File: src/rtl/rs_pkg.sv
package rs_pkg;
    typedef enum logic {
        SAT_ASYM = 1'b0,
        SAT_SYM  = 1'b1
    } sat_mode_e;
endpackage

File: src/rtl/rs_round.sv
// Round-half-up stage: adds half an LSB of the kept field, then drops the low bits.
module rs_round #(
    parameter int IN_W    = 44,
    parameter int RND_POS = 6,
    parameter int RW      = IN_W + 1 - RND_POS
) (
    input  logic [IN_W-1:0] din,
    output logic [RW-1:0]   dout
);
    localparam logic [IN_W:0] HALF = (IN_W+1)'(1) << (RND_POS - 1);

    logic [IN_W:0] ext;
    logic [IN_W:0] sum;

    always_comb begin
        ext  = {din[IN_W-1], din};   // one guard bit absorbs the rounding carry
        sum  = ext + HALF;
        dout = sum[IN_W:RND_POS];
    end
endmodule

File: src/rtl/rs_sat.sv
// Range check and clamp of the rounded value to an OUT_W-bit signed field.
module rs_sat
    import rs_pkg::*;
#(
    parameter int        RW    = 39,
    parameter int        OUT_W = 36,
    parameter sat_mode_e MODE  = SAT_SYM
) (
    input  logic [RW-1:0]    rnd,
    input  logic             neg,
    output logic [OUT_W-1:0] q,
    output logic             ovf
);
    localparam int             UP_W     = RW - OUT_W + 1;
    localparam logic [OUT_W-1:0] MOST_NEG = {1'b1, {(OUT_W-1){1'b0}}};
    localparam logic [OUT_W-1:0] MAX_V    = {1'b0, {(OUT_W-1){1'b1}}};
    localparam logic [OUT_W-1:0] MIN_V    = (MODE == SAT_SYM) ? (MOST_NEG | OUT_W'(1)) : MOST_NEG;

    logic [UP_W-1:0] upper;
    logic            fits;
    logic            edge_hit;

    assign upper = rnd[RW-1:OUT_W-1];
    assign fits  = (&upper) | ~(|upper);

    generate
        if (MODE == SAT_SYM) begin : g_sym
            assign edge_hit = fits && (rnd[OUT_W-1:0] == MOST_NEG);
        end else begin : g_asym
            assign edge_hit = 1'b0;
        end
    endgenerate

    always_comb begin
        ovf = !fits || edge_hit;
        if (!fits) begin
            q = neg ? MIN_V : MAX_V;
        end else if (edge_hit) begin
            q = MIN_V;
        end else begin
            q = rnd[OUT_W-1:0];
        end
    end
endmodule

File: src/rtl/rs_round_sat.sv
module rs_round_sat
    import rs_pkg::*;
#(
    parameter int        IN_W    = 44,
    parameter int        RND_POS = 6,
    parameter int        SAT_POS = 41,
    parameter sat_mode_e MODE    = SAT_SYM
) (
    input  logic                       clk,
    input  logic                       rst,
    input  logic                       in_valid,
    input  logic [IN_W-1:0]            in_data,
    output logic                       out_valid,
    output logic [SAT_POS-RND_POS:0]   out_data,
    output logic                       out_ovf
);
    localparam int OUT_W = SAT_POS - RND_POS + 1;
    localparam int RW    = IN_W + 1 - RND_POS;

    generate
        if (RND_POS < 1 || SAT_POS <= RND_POS || SAT_POS >= IN_W) begin : g_bad_pos
            $error("rs_round_sat: invalid rounding/saturation positions");
        end
        if (IN_W == 44 && (RND_POS < 6 || RND_POS > 21 || SAT_POS < 28 || SAT_POS > 43)) begin : g_bad_win
            $error("rs_round_sat: position outside its 44-bit window");
        end
    endgenerate

    logic [RW-1:0]    rnd_val;
    logic [OUT_W-1:0] sat_val;
    logic             sat_ovf;

    rs_round #(.IN_W(IN_W), .RND_POS(RND_POS), .RW(RW)) u_round (
        .din  (in_data),
        .dout (rnd_val)
    );

    rs_sat #(.RW(RW), .OUT_W(OUT_W), .MODE(MODE)) u_sat (
        .rnd (rnd_val),
        .neg (in_data[IN_W-1]),
        .q   (sat_val),
        .ovf (sat_ovf)
    );

    always_ff @(posedge clk) begin
        if (rst) begin
            out_valid <= 1'b0;
            out_ovf   <= 1'b0;
            out_data  <= '0;
        end else begin
            out_valid <= in_valid;
            out_ovf   <= in_valid && sat_ovf;
            if (in_valid) begin
                out_data <= sat_val;
            end
        end
    end
endmodule

File: config.mk
export PLATFORM = sky130hd
export DESIGN_NAME = rs_round_sat
export DESIGN_NICKNAME = d
export VERILOG_FILES = /design/src/rtl/rs_pkg.sv /design/src/rtl/rs_round.sv /design/src/rtl/rs_sat.sv /design/src/rtl/rs_round_sat.sv
export SDC_FILE = /design/constraint.sdc
export NUM_CORES = 1
export LEC_CHECK = 0
export BUFFER_PORTS_ARGS = -buffer_cell sky130_fd_sc_hd__buf_2
export CAP_MARGIN = 20
export CORE_MARGIN = 2
export CORE_UTILIZATION = 35
export DETAILED_ROUTE_END_ITERATION = 10
export HOLD_SLACK_MARGIN = 0.06
export SYNTH_ARGS = -nofsm -noshare
export SYNTH_HDL_FRONTEND = slang
export SYNTH_SLANG_ARGS = --single-unit
export TNS_END_PERCENT = 1
File: constraint.sdc
create_clock -name clk -period 5.7 [get_ports clk]
set_clock_uncertainty 0.1 [all_clocks]
set_input_delay 0.57 -clock clk [delete_from_list [all_inputs] [get_ports clk]]
set_output_delay 0.57 -clock clk [all_outputs]
set_load 0.01 [all_outputs]
=== After elaboration in Yosys (flattened, before gate mapping) ===
Cells that the tools add are included.
Widths: inputs -> output; s select.

* Bits in registers: 38
* Bits of input ports: 47
* Output and inout bits: 38
* Logic and storage cells: 16

* Add/subtract/negate cells: 1
* Eq/ne operators: 1
* Multiplexer cells: 3
* Bitwise logic cells: 2
* Reduce and logical (&&, ||, !) cells: 6

{| class="wikitable"
|+ Operators by type and width
! cell !! number
|-
| $mux 36 || 3
|-
| $add 44x7->45 const B || 1
|-
| $eq 36x36->1 const B || 1
|-
| $reduce_and 4->1 || 1
|-
| $reduce_or 4->1 || 1
|-
| $logic_and 1x1->1 || 2
|-
| $logic_not 1->1 || 1
|-
| $logic_or 1x1->1 || 1
|-
| $not 1->1 || 1
|-
| $or 1x1->1 || 1
|}

=== Logic depth before layout (Yosys ltp) ===
Gate-level depths: netlist of run 1.

* Word-level depth: 7
* Mapped depth: 11
* Mapped depth without buffers: 9

=== Modules after synthesis ===
A second synthesis of run 1 with hierarchy kept.

* Cells, all modules: 304
* Area, all modules: 2,692.6 um^2

{| class="wikitable"
|+ By module, submodules not included
! module !! times used !! cells each !! area each (um^2) !! seq. area each (um^2)
|-
| rs_round_sat || 1 || 120 || 1,361.3 || 760.7
|-
| rs_round || 1 || 120 || 854.6 || 0.0
|-
| rs_sat || 1 || 64 || 476.7 || 0.0
|}

=== Least setup slack after synthesis of run 1 ===
Ideal clock, no wire load.

* Path type: input -> register
* Start: in in_data[17]
* End: reg out_data[14]
* Library setup time: 74 ps
* Data arrival time: 2,884 ps
* Data required time: 5,526 ps
* Path slack: 2,642 ps
* Cell stages on the path: 11
* Path buffers: 3
* Path through: clkbuf_1 > nand4_1 > or4_1 > buf_2 > or4_4 > o31ai_4 > o21ba_4 > nor2_8 > buf_12 > a21oi_2 > nor3_2

* Word-level cells in the longest chain between the ends: 7
* Elaborated cells between the ends (all ways): 9
* Those cells by class: add/sub: 1; eq/ne: 1; mux: 2; bitwise: 2; reduce/logical: 3

{| class="wikitable"
|+ Ends and longest elaborated chain
! item !! line !! text
|-
| start: declaration || rs_round_sat.sv:12 || <nowiki>input logic [IN_W-1:0] in_data,</nowiki>
|-
| $add 44x7->45 (*) || rs_round.sv:17 || <nowiki>sum = ext + HALF;</nowiki>
|-
| parallel branches: the longest is 5 deep, another holds $eq 36x36->1 || - ||
|-
| $mux 36 (*) || rs_sat.sv:36 || <nowiki>if (!fits) begin</nowiki>
|-
| end signal: assignment || rs_round_sat.sv:54 || <nowiki>out_data <= sat_val;</nowiki>
|-
| end: declaration || rs_round_sat.sv:14 || <nowiki>output logic [SAT_POS-RND_POS:0] out_data,</nowiki>
|}

Every way passes the cells marked *.
A chain may end at the register's enable or synchronous reset.

=== Worst setup path in the final report of run 1 ===
* Start: in in_data[9]
* End: reg out_data[16]

The elaborated chain is that of the path after synthesis.

==> reports/metrics.csv, run 1 <==
stage,metric,value,unit
timing,max_clock_freq,281,MHz
timing,min_period,3550,ps
detailed_routing,route.detailed.wl_per_inst,15.9,µm
logic_synthesis,syn_area,0.00311,mm²
cts,cts_tree,yes,
timing,rsz0062_at_grt,no,
logic_synthesis,synth_edf_count,0,
grt,grt_max_degree,45,
hold_path,hold_path_class,reg -> reg,
logic_synthesis,ys.flop_type,dfxtp_1,
logic_synthesis,synth-compound-area-share,0.179,
cts,cts.htree.levels,2,
setup_path,worstPathArrival,3660,ps
layout,fin_util,0.418,
grt,use_met3,0.0236,
placed_design,dp_hpwl,7200,µm
cts,cts_hold_buf,0,
detailed_routing,ant_nets,0,
detailed_routing,drtIter0Drc,150,
setup_path,cp_slowest_cell,or4_1,
timing,hold_violations,0,
layout,syn2layout_area_growth,16.6,%
timing,setup_tns,0,ps
grt,grt_pass1_vias,2991,
floorplanning,die_area,0.00965,mm²
power_and_ir_drop,p_leak,1.42,nW
setup_path,startpoint,in_data[9],
timing,fin_crit_sh,0.624,
setup_path,slowest_delay,780,ps
setup_path,required,5800,ps
timing,slew_viol_final,0,
setup_path,regToRegEndpoint,out_data[35]$_SDFFE_PP0P_,
logic_synthesis,synth_seq_area_share,0.245,
cts,cts_resized,0,
logic_synthesis,synthTopCellsByArea,"dfxtp_1 24%, nor2_1 7.1%, nor3_2 6.4%",
floorplanning,core_area,0.00868,mm²
logic_synthesis,avgSynthCellArea,7.70,µm²
logic_synthesis,synth_top_family_by_area,simple AND/OR/NAND/NOR gates,
logic_synthesis,synth_xor_area_frac,0.0817,
setup_path,worstSetupPathType,in -> reg,
cts,clkSinkCount,38,
logic_synthesis,synth_top_cell_by_area,dfxtp_1,
floorplanning,die_h,98.3,µm
job,cap_violations,0,
grt,grt_usage,0.184,
logic_synthesis,synth_nets,452,
cts,numCtsBuffers,5,
timing,tightest_slew,904,ps
setup_path,crit_chain,buf_2 > nand3_1 > or4_1 > or4_4 > o31ai_4 > o21ba_4 > nor2_8 > a21oi_1 > nor3_1,
grt,met2_usage,0.301,
detailed_routing,wl,9080,µm
grt,grt_pass1_wl,14700,µm
floorplanning,start_util,0.358,
grt,grt_remaining_overflow,0,
timing,slew_headroom,0.397,
setup_path,crit_fanout,26,
floorplanning,die_w,98.3,µm
logic_synthesis,ys_seq_elements,38,
logic_synthesis,synth_cell_types,66,
cts,clk_pin_slew,80,ps
logic_synthesis,synth_adder_area_share,0.00402,
cts,post_cts_buffers,0,
grt,gr-usage-met1,0.253,
layout,n_antenna_cell,0,
placed_design,gp_congestion,0.995,
logic_synthesis,postSynthCellCount,404,
power_and_ir_drop,ir_worst_vdd,0.113,mV
grt,antenna_found_initial,0,
layout,drive_gt1_frac,0.312,
logic_synthesis,synth.area.mux_share,0.00684,
logic_synthesis,ys_warn_count,0,
logic_synthesis,async_flop_share,0,
power_and_ir_drop,p_total,0.000751,W
power_and_ir_drop,power_density,207,mW/mm²
setup_path,worstRegToRegCells,3,
placed_design,portBuffers,79,
setup_path,r2r_slack,4830,ps
detailed_routing,vias,3141,
cts,cts_root_buf,clkbuf_8,
layout,fill_cells,931,
floorplanning,rows,34,
setup_path,r2r_start,out_data[35]$_SDFFE_PP0P_,
cts,clockBufferDepth,2,
timing,setup_viol,0,
floorplanning,ios,85,
setup_path,critPathCaptureType,flop,
grt,top_usage_layer,met2,
hold_path,hold-path-cell-count,2,
cts,worstSkewPairLatency,280,ps
logic_synthesis,synth_top_area_frac,0.245,
setup_path,cp-start-kind,primary input,
detailed_routing,drc_errors,0,
layout,final_nets,509,
detailed_routing,first_pass_iters,4,
logic_synthesis,synthSimpleGateAreaFrac,0.420,
timing,holdWs,369,ps
detailed_routing,vias_per_cell,5.51,
setup_path,setup.worst_path.end,out_data[16]$_SDFFE_PP0P_,
status,status,"complete, no violations",
-- Yosys cell counts (11+ instances only) --
cell,instances
nor2_1,59
dfxtp_1,38
nand2_1,31
nor3_1,22
a21oi_2,20
clkbuf_1,20
nor3_2,20
nand4_1,19
nand3_1,16
xor2_1,16
xnor2_1,13
a21oi_1,12
nor4_1,11
-- worst min path at each step --
stage                                            to                       from
after floorplan           out_data[32]$_SDFFE_PP0P_  out_data[32]$_SDFFE_PP0P_
after CTS                 out_data[11]$_SDFFE_PP0P_  out_data[11]$_SDFFE_PP0P_
final                     out_data[32]$_SDFFE_PP0P_  out_data[32]$_SDFFE_PP0P_
after global routing      out_data[32]$_SDFFE_PP0P_  out_data[32]$_SDFFE_PP0P_
after global placement    out_data[32]$_SDFFE_PP0P_  out_data[32]$_SDFFE_PP0P_
after detailed placement  out_data[32]$_SDFFE_PP0P_  out_data[32]$_SDFFE_PP0P_
-- per-stage QoR --
stage	worst slack, ps	cell area [µm²]	std cells
after detailed placement	1890	3490	562
after CTS	2180	3620	570
after floorplan	2640	3110	404
after global routing	1970	3620	570
after global placement	1930	3490	562
final	2150	3620	570
-- per-layer routing --
| metal | wire length, µm | share of wire |
|---|---|---|
| met1 | 4110 | 0.45 |
| met4 | 147 | 0.016 |
| met3 | 665 | 0.073 |
| met5 | 0 | 0 |
| met2 | 4160 | 0.46 |
-- layout by cell type, fill, tap and decap left out, types with 2 or more instances in the layout --
master and count:
buf_2 79, nor2_1 59, dfxtp_1 38, nand2_1 31, nor3_1 22, a21oi_2 20, nor3_2 20, nand4_1 19
nand3_1 16, xor2_1 16, xnor2_1 13, a21oi_1 12, nor4_1 11, inv_1 10, or3_1 7, o21ai_0 6
or4_1 5, and3_1 5, a31oi_1 5, clkbuf_8 5, or2_2 4, and4_1 3, nand4_4 2, or2_1 2
a21o_1 2, nand4b_1 2, o31ai_1 2, a211oi_1 2, o22a_1 2, nor4b_1 2, o21a_1 2, nor3_4 2
nor2b_1 2, bufinv_16 2
-- kinds of logic (layout without fill, tap and decap cells) --
group           count (synthesis)  count (layout)
mux                             2               2
flops                          38              38
fa+ha+maj                       1               1
buf+inv                        40              98
compound gates                 71              71
xor+xnor                       29              29
simple gates                  223             223
-- sequential cells by signal, summed over array words and instances, names as in the netlist --
name	flops
out_data	36
out_ovf	1
out_valid	1
-- power by group --
part | internal [W] | switching [W] | total [W]
logic | 0.0000676 | 0.000116 | 0.000183
clock network | 0.000175 | 0.0000956 | 0.000271
registers | 0.000286 | 0.00000982 | 0.000296
total | 0.000529 | 0.000221 | 0.000751
-- worst max-delay path: cells and delay by family --
family | cells | cell delay [ps]
AO/OA/AOI/OAI | 3 | 590
buffers and inverters | 1 | 170
AND/OR/NAND/NOR | 5 | 2320
-- cell type report --
| cell class | instances | area, µm² | share of cell area |
|---|---|---|---|
| Multi-Input combinational cell | 326 | 2150 | 0.593 |
| Sequential cell | 38 | 761 | 0.210 |
| Timing Repair Buffer | 80 | 403 | 0.111 |
| Tap cell | 108 | 135 | 0.0373 |
| Clock buffer | 5 | 68.8 | 0.0190 |
| Clock inverter | 3 | 68.8 | 0.0190 |
| Inverter | 10 | 37.5 | 0.0104 |
Power figures use the tool's default switching activity.
==> run 2, diff against run 1 <==
ABC_AREA = 1   (was unset)
clock period = 3.5 ns   (was 5.7 ns; I/O delays follow)
==> reports/metrics.csv, run 2 <==
stage,metric,value,unit
status,status,"complete, no violations",
timing,setup_viol,0,
setup_path,path_delay_family,simple AND/OR/NAND/NOR gates,
cts,post_cts_buffers,0,
setup_path,cp_slowest_cell,buf_4,
cts,cts.htree.levels,2,
logic_synthesis,ys.flop_type,dfxtp_1,
cts,cts_resized,0,
timing,fin_crit_sh,0.706,
detailed_routing,vias,3475,
layout,final_cell_mix,"161 x nand2_1, 139 x nor2_1, 79 x buf_2, 48 x inv_1, 38 x dfxtp_1",
setup_path,worstPathArrival,2590,ps
floorplanning,core_area,0.00868,mm²
cts,clkSinkCount,38,
job,cap_violations,0,
setup_path,crit_chain,buf_2 > ha_1 > nand2_2 > nor2_4 > nand2_2 > nor2_4 > nand2_1 > nor2_1 > nand2_1 > nand4_4 > buf_4 > nand3_2 > nand2_4 > nor2_1 > nor2_1,
timing,slew_viol_final,0,
setup_path,cp_common_cell,nor2_1,
cts,cts_tree,yes,
floorplanning,ios,85,
logic_synthesis,synth_top_cell_by_area,dfxtp_1,
floorplanning,start_util,0.358,
layout,layout_commonest_cell,nand2_1,
power_and_ir_drop,switchingPower,0.000332,W
detailed_routing,drtIter0Drc,149,
setup_path,cp.depth,15,
setup_path,crit_fanout,34,
detailed_routing,drc_errors,0,
detailed_routing,wl,9170,µm
power_and_ir_drop,internal-power,0.000721,W
cts,clockBufferDepth,2,
timing,tightest_slew,788,ps
grt,grt_pass1_wl,15600,µm
layout,n_antenna_cell,0,
timing,rsz0062_at_grt,no,
cts,worstSkewPairLatency,290,ps
layout,fill_cells,1024,
power_and_ir_drop,switching_share,0.315,
logic_synthesis,synth_nets,596,
logic_synthesis,ys_warn_count,0,
setup_path,critPathCaptureType,flop,
cts,numCtsBuffers,5,
power_and_ir_drop,combPwrFrac,0.255,
layout,syn2layout_area_growth,17.5,%
power_and_ir_drop,p_total,0.00105,W
grt,grt_usage,0.196,
timing,min_period,2470,ps
grt,grt_max_degree,39,
setup_path,slowest_delay,310,ps
layout,top_register,out_data,
layout,largest_reg_flops,36,
timing,slew_headroom,0.474,
grt,antenna_found_initial,0,
detailed_routing,ant_nets,0,
detailed_routing,route.detailed.wl_per_inst,12.6,µm
setup_path,crit_buf_inv,2,
hold_path,hold-path-cell-count,2,
setup_path,worstSetupPathType,in -> reg,
detailed_routing,vias_per_cell,4.77,
setup_path,required,3620,ps
timing,hold_violations,0,
layout,largestRegisters,"out_data x36, out_ovf x1, out_valid x1",
floorplanning,die_h,98.2,µm
grt,grt_remaining_overflow,0,
floorplanning,die_area,0.00965,mm²
power_and_ir_drop,power_frac_seq,0.455,
logic_synthesis,synth_cell_types,31,
logic_synthesis,synth_top_area_frac,0.245,
placed_design,gp_congestion,0.924,
timing,max_clock_freq,405,MHz
logic_synthesis,async_flop_share,0,
setup_path,worstRegToRegCells,2,
setup_path,cp-start-kind,primary input,
grt,grt_pass1_vias,3225,
layout,drive_gt1_frac,0.179,
logic_synthesis,synth_edf_count,0,
cts,cts_hold_buf,0,
logic_synthesis,syn_area,0.00311,mm²
floorplanning,die_w,98.2,µm
layout,final_nets,668,
power_and_ir_drop,power_density,288,mW/mm²
power_and_ir_drop,ir_worst_vdd,0.130,mV
cts,clk_pin_slew,70,ps
floorplanning,rows,34,
logic_synthesis,avgSynthCellArea,5.67,µm²
hold_path,hold_path_class,in -> reg,
logic_synthesis,synthTopCellsByArea,"dfxtp_1 24%, nand2_1 19%, nor2_1 17%",
timing,setup_tns,0,ps
detailed_routing,first_pass_iters,5,
placed_design,dp_hpwl,7640,µm
placed_design,portBuffers,79,
power_and_ir_drop,clkPwrFrac,0.290,
logic_synthesis,ys_seq_elements,38,
logic_synthesis,postSynthCellCount,548,
cts,cts_root_buf,clkbuf_8,
logic_synthesis,synth_seq_area_share,0.245,
power_and_ir_drop,p_leak,1.81,nW
logic_synthesis,yosys.cell_count.top_type,nand2_1,
logic_synthesis,synth_common_cells,"161 x nand2_1, 139 x nor2_1, 48 x inv_1, 38 x dfxtp_1, 37 x o21ai_0",
-- run 2: cell count changes in the layout (fill, tap and decap cells not counted), sizes merged, moves of 7 or more --
cell    change
nor2       +89
nand2     +136
a21boi      +8
nand3b     +10
inv        +39
or3         -7
nand4      -14
nor3       -42
xor2       -14
nor4       -11
xnor2       -7
o21ai      +30
-- run 2: worst paths after layout --
path	slack, ps	to	startpoint
max	1030	out_data[17]$_SDFFE_PP0P_	in_data[5]
min	160	out_data[35]$_SDFFE_PP0P_	rst
max reg2reg	2740	out_data[17]$_SDFFE_PP0P_	out_data[17]$_SDFFE_PP0P_
min reg2reg	380	out_data[35]$_SDFFE_PP0P_	out_data[35]$_SDFFE_PP0P_
-- run 2: power by group through the flow --
stage          Clock, W  Sequential (W)  Combinational [W]
6_report       0.000306        0.000479           0.000268
5_1_grt        0.000332        0.000483           0.000304
4_1_cts        0.000313        0.000480           0.000270
3_5_place_dp          0        0.000490           0.000268
3_3_place_gp          0        0.000488           0.000266
2_1_floorplan         0        0.000504           0.000149
-- run 2: metal layers --
metal,up-vias,share of wire,GRT usage
met5,-,0,0
met1,1513,0.50,0.289
met2,92,0.43,0.305
met4,0,0.015,0.0527
met3,9,0.050,0.0215
li1,1861,-,-
-- run 2: logic make-up (layout without fill, tap and decap cells) --
kind of cell             after synthesis  after routing  synth area share
adder cells (fa/ha/maj)                1              1           0.00403
XOR/XNOR                               8              8            0.0226
AND/OR/NAND/NOR                      359            359             0.506
buffers and inverters                 65            138            0.0890
AO/OA/AOI/OAI                         77             77             0.134
flip-flops                            38             38             0.245
-- run 2: layout make-up --
| cell class | count | area [µm²] | area share |
|---|---|---|---|
| Timing Repair Buffer | 81 | 410 | 0.112 |
| Clock inverter | 1 | 5.00 | 0.00137 |
| Multi-Input combinational cell | 445 | 2070 | 0.567 |
| Clock buffer | 7 | 86.3 | 0.0236 |
| Sequential cell | 38 | 761 | 0.208 |
| Inverter | 49 | 184 | 0.0504 |
| Tap cell | 108 | 135 | 0.0370 |
-- run 2: stage by stage --
stage	utilization	instances	area (µm²)	hold slack (ps)	worst slack [ps]
floorplan	-	548	3110	319	1490
global placement	0.410	721	3560	360	803
detailed placement	0.410	721	3560	364	757
CTS	0.421	729	3650	146	1020
global route	0.421	729	3650	169	771
finish	0.421	729	3650	158	1030
==> run 3, diff against run 2 <==
clock period = 2.2 ns   (was 3.5 ns; I/O delays follow)
==> reports/metrics.csv, run 3 (synthesized netlist as in run 2, its figures left out) <==
stage,metric,value,unit
status,status,"complete, no violations",
setup_path,r2r_start,out_data[32]$_SDFFE_PP0P_,
cts,cts_tree,yes,
setup_path,worstRegToRegCells,2,
setup_path,required,2280,ps
cts,worstSkewPairLatency,280,ps
cts,clockBufferDepth,2,
job,cap_violations,0,
detailed_routing,wl,9230,µm
setup_path,crit_buf_inv,1,
detailed_routing,first_pass_iters,4,
power_and_ir_drop,switchingPower,0.000536,W
hold_path,hold-path-cell-count,5,
timing,rsz0062_at_grt,no,
setup_path,slowest_delay,230,ps
power_and_ir_drop,p_total,0.00192,W
grt,antenna_found_initial,0,
layout,syn2layout_area_growth,23.3,%
setup_path,cp_common_cell,nor2_1,
power_and_ir_drop,power_density,502,mW/mm²
setup_path,critPathCaptureType,flop,
setup_path,worstSetupPathType,in -> reg,
power_and_ir_drop,ir_worst_vdd,0.261,mV
timing,hold_violations,0,
detailed_routing,vias_per_cell,4.60,
placed_design,dp_slack,-29.4,ps
grt,grt_usage,0.193,
detailed_routing,route.detailed.wl_per_inst,12.4,µm
setup_path,cp_slowest_cell,ha_1,
floorplanning,die_w,98.2,µm
timing,max_clock_freq,522,MHz
floorplanning,rows,34,
setup_path,r2r_slack,1440,ps
floorplanning,start_util,0.358,
cts,clkSinkCount,38,
layout,n_antenna_cell,0,
placed_design,gp_congestion,0.884,
timing,min_period,1920,ps
grt,grt_remaining_overflow,0,
timing,worst_slack,283,ps
power_and_ir_drop,power_frac_seq,0.396,
setup_path,path_delay_family,simple AND/OR/NAND/NOR gates,
power_and_ir_drop,combPwrFrac,0.228,
floorplanning,core_area,0.00868,mm²
layout,largestRegisters,"out_data x36, out_ovf x1, out_valid x1",
power_and_ir_drop,clkPwrFrac,0.376,
placed_design,dp_hpwl,7780,µm
timing,setup_viol,0,
power_and_ir_drop,p_leak,1.91,nW
layout,layout_commonest_cell,nand2_1,
setup_path,worstPathArrival,1990,ps
layout,top_register,out_data,
cts,numCtsBuffers,5,
setup_path,crit_chain,buf_2 > ha_1 > nand3_1 > nor2_2 > nand3_1 > nor2_1 > nand2_1 > nand2_1 > nor2_1 > nand4_4 > nand3_2 > nand2_4 > nor2_1 > nor2_1,
layout,fill_cells,992,
floorplanning,die_h,98.2,µm
setup_path,startpoint,in_data[5],
cts,cts_root_buf,clkbuf_8,
power_and_ir_drop,switching_share,0.279,
detailed_routing,vias,3424,
layout,final_cell_mix,"161 x nand2_1, 139 x nor2_1, 79 x buf_2, 48 x inv_1, 38 x dfxtp_1",
setup_path,crit_fanout,34,
grt,grt_pass1_wl,15400,µm
layout,largest_reg_flops,36,
setup_path,cp.depth,14,
setup_path,cp-start-kind,primary input,
hold_path,worstHoldEndpoint,out_data[35]$_SDFFE_PP0P_,
timing,slew_headroom,0.482,
floorplanning,ios,85,
layout,drive_gt1_frac,0.198,
setup_path,regToRegEndpoint,out_data[32]$_SDFFE_PP0P_,
cts,cts.htree.levels,2,
cts,clk_pin_slew,80,ps
power_and_ir_drop,internal-power,0.00139,W
grt,grt_pass1_vias,3260,
detailed_routing,drtIter0Drc,156,
layout,final_nets,683,
grt,grt_max_degree,36,
hold_path,hold_path_class,in -> reg,
placed_design,portBuffers,79,
timing,tightest_slew,776,ps
hold_path,hold_start,in_data[43],
floorplanning,die_area,0.00965,mm²
timing,slew_viol_final,0,
timing,fin_crit_sh,0.871,
detailed_routing,ant_nets,0,
detailed_routing,drc_errors,0,
-- run 3: layout make-up --
cell class	instances	area, µm²	share of cell area
inverters	49	184	0.0480
clock inverters	2	60.1	0.0157
multi-input cells	445	2070	0.540
well taps	108	135	0.0353
repair buffers	96	538	0.140
clock buffers	6	82.6	0.0216
flip-flops and latches	38	761	0.199
-- run 3: power by group through the flow --
| stage | registers (W) | clock network (W) | logic [W] |
|---|---|---|---|
| final | 0.000761 | 0.000723 | 0.000438 |
| after global routing | 0.000768 | 0.000772 | 0.000495 |
| after CTS | 0.000762 | 0.000739 | 0.000440 |
| after detailed placement | 0.000778 | 0 | 0.000436 |
| after global placement | 0.000777 | 0 | 0.000432 |
| after floorplan | 0.000803 | 0 | 0.000237 |
-- run 3: metrics by stage --
step,utilization,std cells,hold slack [ps],cell area [µm²],setup TNS (ps)
2_1_floorplan,-,548,189,3110,0
3_3_place_gp,0.424,735,329,3680,0
3_5_place_dp,0.424,735,342,3680,-72.9
4_1_cts,0.441,744,296,3830,0
5_1_grt,0.441,744,313,3830,0
6_report,0.441,744,302,3830,0
-- run 3: tightest hold or removal path, delay by kind of cell --
| kind | cells | cell delay (ps) |
|---|---|---|
| buf+inv | 2 | 210 |
| compound gates | 2 | 150 |
| simple gates | 1 | 70 |
-- run 3: worst max path at each step --
stage,end,slack [ps]
after floorplan,out_data[20]$_SDFFE_PP0P_,320
after global placement,out_data[22]$_SDFFE_PP0P_,20
after detailed placement,out_data[22]$_SDFFE_PP0P_,-30
after CTS,out_data[22]$_SDFFE_PP0P_,270
after global routing,out_data[26]$_SDFFE_PP0P_,70
final,out_data[22]$_SDFFE_PP0P_,280
-- run 3: layer usage --
metal | vias to the layer above | wire (µm) | track usage
met2 | 80 | 3970 | 0.310
met3 | 11 | 527 | 0.0243
met4 | 0 | 116 | 0.0421
met1 | 1446 | 4610 | 0.279
met5 | - | 0 | 0
li1 | 1887 | - | -
-- run 3: what timing repair did --
item	in CTS	in global routing
endpoints found under the hold margin	2	0
resized for setup	0	0
hold buffers	1	0
buffers inserted	0	0
